--- src/rtl/modem_status_reg.sv ---
module modem_status_reg #(
  parameter int SYNC_STAGES = 2,
  parameter int REG_W       = 32,
  parameter int LINES       = 4
) (
  input  logic             clk,
  input  logic             rst_n,
  input  logic             carrier_n,
  input  logic             ring_n,
  input  logic             set_ready_n,
  input  logic             clr_send_n,
  input  logic             loop_en,
  input  logic             lb_aux2,
  input  logic             lb_aux1,
  input  logic             lb_term_rdy,
  input  logic             lb_req_send,
  input  logic             rd_stb,
  input  logic             int_en,
  output logic [REG_W-1:0] rdata,
  output logic             irq
);
  localparam int PAD_W   = REG_W - 2*LINES;
  localparam int LAST    = SYNC_STAGES - 1;
  localparam int RING_IX = LINES - 2;

  logic [LINES-1:0] sync_q [SYNC_STAGES];
  logic [LINES-1:0] lvl, lvl_q, evt, delta_q;

  always_ff @(posedge clk or negedge rst_n)
    if (!rst_n) sync_q[0] <= '1;
    else        sync_q[0] <= {carrier_n, ring_n, set_ready_n, clr_send_n};

  for (genvar s = 1; s < SYNC_STAGES; s++) begin : g_sync
    always_ff @(posedge clk or negedge rst_n)
      if (!rst_n) sync_q[s] <= '1;
      else        sync_q[s] <= sync_q[s-1];
  end

  assign lvl = loop_en ? {lb_aux2, lb_aux1, lb_term_rdy, lb_req_send} : ~sync_q[LAST];

  for (genvar i = 0; i < LINES; i++) begin : g_evt
    if (i == RING_IX) begin : g_trail
      assign evt[i] = lvl_q[i] & ~lvl[i];
    end else begin : g_any
      assign evt[i] = lvl_q[i] ^ lvl[i];
    end
  end

  always_ff @(posedge clk or negedge rst_n)
    if (!rst_n) begin
      lvl_q   <= '0;
      delta_q <= '0;
    end else begin
      lvl_q   <= lvl;
      delta_q <= (rd_stb ? '0 : delta_q) | evt;
    end

  assign rdata = {{PAD_W{1'b0}}, lvl, delta_q};
  assign irq   = int_en & (|delta_q);


  loop_map_chk: assert property (@(posedge clk) disable iff (!rst_n)
    loop_en |-> rdata[7:4] == {lb_aux2, lb_aux1, lb_term_rdy, lb_req_send});


  change_sticks_chk: assert property (@(posedge clk) disable iff (!rst_n)
    (lvl != lvl_q) && !(lvl_q[RING_IX] == 1'b0 && lvl[RING_IX] == 1'b1 && (lvl ^ lvl_q) == (LINES'(1) << RING_IX))
    |=> ((rdata[LINES-1:0] & $past(evt)) == $past(evt)) && ($past(evt) != '0));


  ring_rise_quiet_chk: assert property (@(posedge clk) disable iff (!rst_n)
    (!delta_q[RING_IX] && !lvl_q[RING_IX] && lvl[RING_IX]) |=> !rdata[RING_IX]);


  read_clear_chk: assert property (@(posedge clk) disable iff (!rst_n)
    (rd_stb && lvl == lvl_q) |=> rdata[LINES-1:0] == '0);


  hold_chk: assert property (@(posedge clk) disable iff (!rst_n)
    !rd_stb |=> (rdata[LINES-1:0] & $past(delta_q)) == $past(delta_q));


  irq_src_chk: assert property (@(posedge clk) disable iff (!rst_n)
    irq |-> (int_en && rdata[3:0] != 4'b0));
endmodule

--- config.mk ---
export PLATFORM = sky130hd
export DESIGN_NAME = modem_status_reg
export DESIGN_NICKNAME = d
export VERILOG_FILES = /design/src/rtl/modem_status_reg.sv
export SDC_FILE = /design/constraint.sdc
export NUM_CORES = 1
export LEC_CHECK = 0
export BUFFER_PORTS_ARGS = -buffer_cell sky130_fd_sc_hd__buf_2
export CORE_UTILIZATION = 41
export CTS_CLUSTER_SIZE = 8
export DETAILED_ROUTE_END_ITERATION = 10
export PLACE_DENSITY_LB_ADDON = 0.08
export SETUP_SLACK_MARGIN = 0.02
export SKIP_LAST_GASP = 1
export SYNTH_ARGS = -nofsm -noshare
export SYNTH_HDL_FRONTEND = slang
export SYNTH_SLANG_ARGS = --single-unit
--- constraint.sdc ---
create_clock -name clk -period 1.1 [get_ports clk]
set_input_delay 0 -clock clk [delete_from_list [all_inputs] [get_ports clk]]
set_output_delay 0 -clock clk [all_outputs]
set_load 0.03 [all_outputs]
==> results.ini <==
[synthesis]
async_flop_share_pct = 100
synth_seq_cells = 16
synth_edf_count = 0
synth_ff_type = dfstp_2
synth_area_leader_cell = dfstp_2
yosysUniqueCellTypes = 13
synthTopCellsByArea = dfstp_2 28%, dfrtp_1 27%, buf_4 24%, nor2b_1 5.0%, mux2i_1 4.0%
yosysWarnings = 0
netlist_area_um2 = 744
synth_commonest_cells = 24 x buf_4, 8 x dfrtp_1, 8 x dfstp_2
synth_most_common_cell = buf_4
synth_area_per_cell_um2 = 11.5
yosysTopAreaCellShare_pct = 28.2
syn_inst = 65
yosysSeqAreaShare_pct = 55.1

[setup_path]
crit_type = flip-flop to output pin
cp.arrival_ns = 1.26
startpoint = delta_q[2]$_DFF_PN0_
required_ns = 1.10
r2r_start = sync_q[1]$_DFF_PN1_
endpoint_kind = output pin
startpoint_type = flip-flop
crit_fanout = 2

[power_and_ir_drop]
p_seq_share_pct = 46.1
powerDensity_nw_per_um2 = 1430
switching_power_uw = 473
netSwitchingFraction_pct = 32.6
power.total_uw = 1450
leakagePower_uw = 0.000499
combPwrFrac_pct = 27.0
pwr-share-clk_pct = 26.9
peakVddDrop_v = 0.000781
p_int_uw = 979

[routing]
routedWlPerCell_um = 9.38
drt_first_pass_iters = 2
drc_errors = 0
routed_wl_mm = 1.20
num_vias = 483
drtAntennaViolNets = 0
routed_via_density = 3.77
drtIter0Drc = 4

[clocking]
clk_latency_ns = 0.29
cts_buffer_depth = 2
root_buffer = clkbuf_4
cts_buffers = 3
cts_tree = yes
cts_sinks = 16
cts.clk_slew.worst_paths_ns = 0.09
htree_levels = 1

[final_layout]
final.fill_count = 163
area_growth_pct = 36.8
drive_gt1_share_pct = 39.8
final_area_um2 = 1020
multi_input_area_um2 = 267
regArea_um2 = 410
final_util_pct = 59.6
nets = 117
diodes = 0

[floorplan]
dieArea_um2 = 1990
num_io_pins = 46
row_count = 15
fp.dieH_um = 44.6
start_util_pct = 43.6
coreArea_um2 = 1710
die_x_um = 44.6

[timing]
finalCriticalPeriod_ns = 1.26
fin_ws_ns = -0.155
drv_slew = 0
fin_crit_sh_pct = 114
finClkSkew_ns = 0.000584
clock.fmax_mhz = 797
setup_viol = 1
rsz0062_at_grt = yes
hold_violations = 0

[global_routing]
grt_antenna_before_repair = 0
grt_pass1_vias = 468
grt_pass1_wl_mm = 1.85
grt_overflow = 0
grt_use_total_pct = 13.7
grt_max_degree = 17

[status]
violations = setup timing
outcome = complete, but fails checks

[job]
max_cap_violations = 0

[worst_hold_path]
hold_path.class = input pin to flip-flop
min_from = loop_en

[placement]
dpl_cell_area_um2 = 791
globalplace.congestion = 0.608
port_buffers = 21
dp_hpwl_um = 755

==> cells in the final DEF, fill, tap and decap left out <==
cell type | netlist | final
dfrtp_1 | 8 | 8
mux2i_1 | 3 | 3
conb_1 | 1 | 24
o41a_1 | 1 | 1
nor2_1 | 3 | 3
buf_4 | 24 | 4
o22ai_1 | 1 | 1
nand2_1 | 4 | 4
dfstp_2 | 8 | 8
clkbuf_8 | 0 | 1
nor2b_1 | 6 | 6
clkbuf_4 | 0 | 3
o21ai_4 | 0 | 4
inv_1 | 2 | 2
dlygate4sd3_1 | 0 | 10
buf_2 | 0 | 16
buf_6 | 0 | 5
==> flip-flops by register name, summed over array words and instances (netlist names) <==
signal / count
delta_q: 4
lvl_q: 4
sync_q: 8
==> worst max-delay path: stages (launching register included) <==
cell     delay (ns)
dfrtp_1        0.39
o41a_1         0.43
buf_6          0.15
==> stage by stage <==
stage / setup slack (ns) / std cells / hold WS, ns / setup TNS [ns]
finish: -0.155 / 128 / 0.0923 / -0.155
detailed placement: 0.132 / 110 / -0.0719 / 0
global route: -0.200 / 128 / 0.105 / -0.200
global placement: 0.157 / 110 / -0.0754 / 0
floorplan: 0.0349 / 88 / -0.296 / 0
CTS: -0.172 / 125 / 0.0400 / -0.172
==> kinds of logic after synthesis <==
| kind of cell | share of synthesized area (%) |
|---|---|
| AOI/OAI and AO/OA | 6.56 |
| buffers and inverters | 25.2 |
| DFF | 55.1 |
| muxes | 4.03 |
| other | 0.504 |
| and+or+nand+nor | 8.57 |
==> power groups by stage <==
stage	registers [uW]	logic [uW]	clock network, uW
after floorplan	716	261	0
after global placement	676	312	0
after detailed placement	679	314	0
after CTS	668	367	410
after global routing	677	421	429
final	670	392	391
==> worst paths after layout <==
path | to | slack, ns | cells after the start
min reg2reg | sync_q[2]$_DFF_PN1_ | 0.36 | 0
min in group asynchronous | delta_q[1]$_DFF_PN0_ | 0.14 | 2
max reg2reg | delta_q[1]$_DFF_PN0_ | 0.13 | 3
min | lvl_q[2]$_DFF_PN0_ | 0.09 | 2
max | irq | -0.16 | 2
max in group asynchronous | sync_q[4]$_DFF_PN1_ | 0.66 | 2
==> layout make-up <==
class                           count  area share, %
Clock buffer                        4           3.56
Inverter                            2          0.737
Multi-Input combinational cell     46           26.2
Sequential cell                    16           40.3
Tap cell                           25           3.07
Timing Repair Buffer               35           26.2
==> layer usage <==
layer / routed length, um / vias to the layer above / global-route usage (%)
met1: 481 / 227 / 13.8
met5: 0 / - / 0
met4: 28 / 0 / 10.9
met3: 56 / 4 / 2.45
met2: 634 / 19 / 24.4
li1: - / 233 / -
==> what timing repair did <==
action,in CTS,in global routing
hold buffers,10,0
gates resized for setup,9,5
endpoints found under the hold margin,25,0
setup buffers,1,3
setup endpoints to repair,5,5
pin swaps,0,3
No activity file was read; power rests on OpenSTA's default activity.
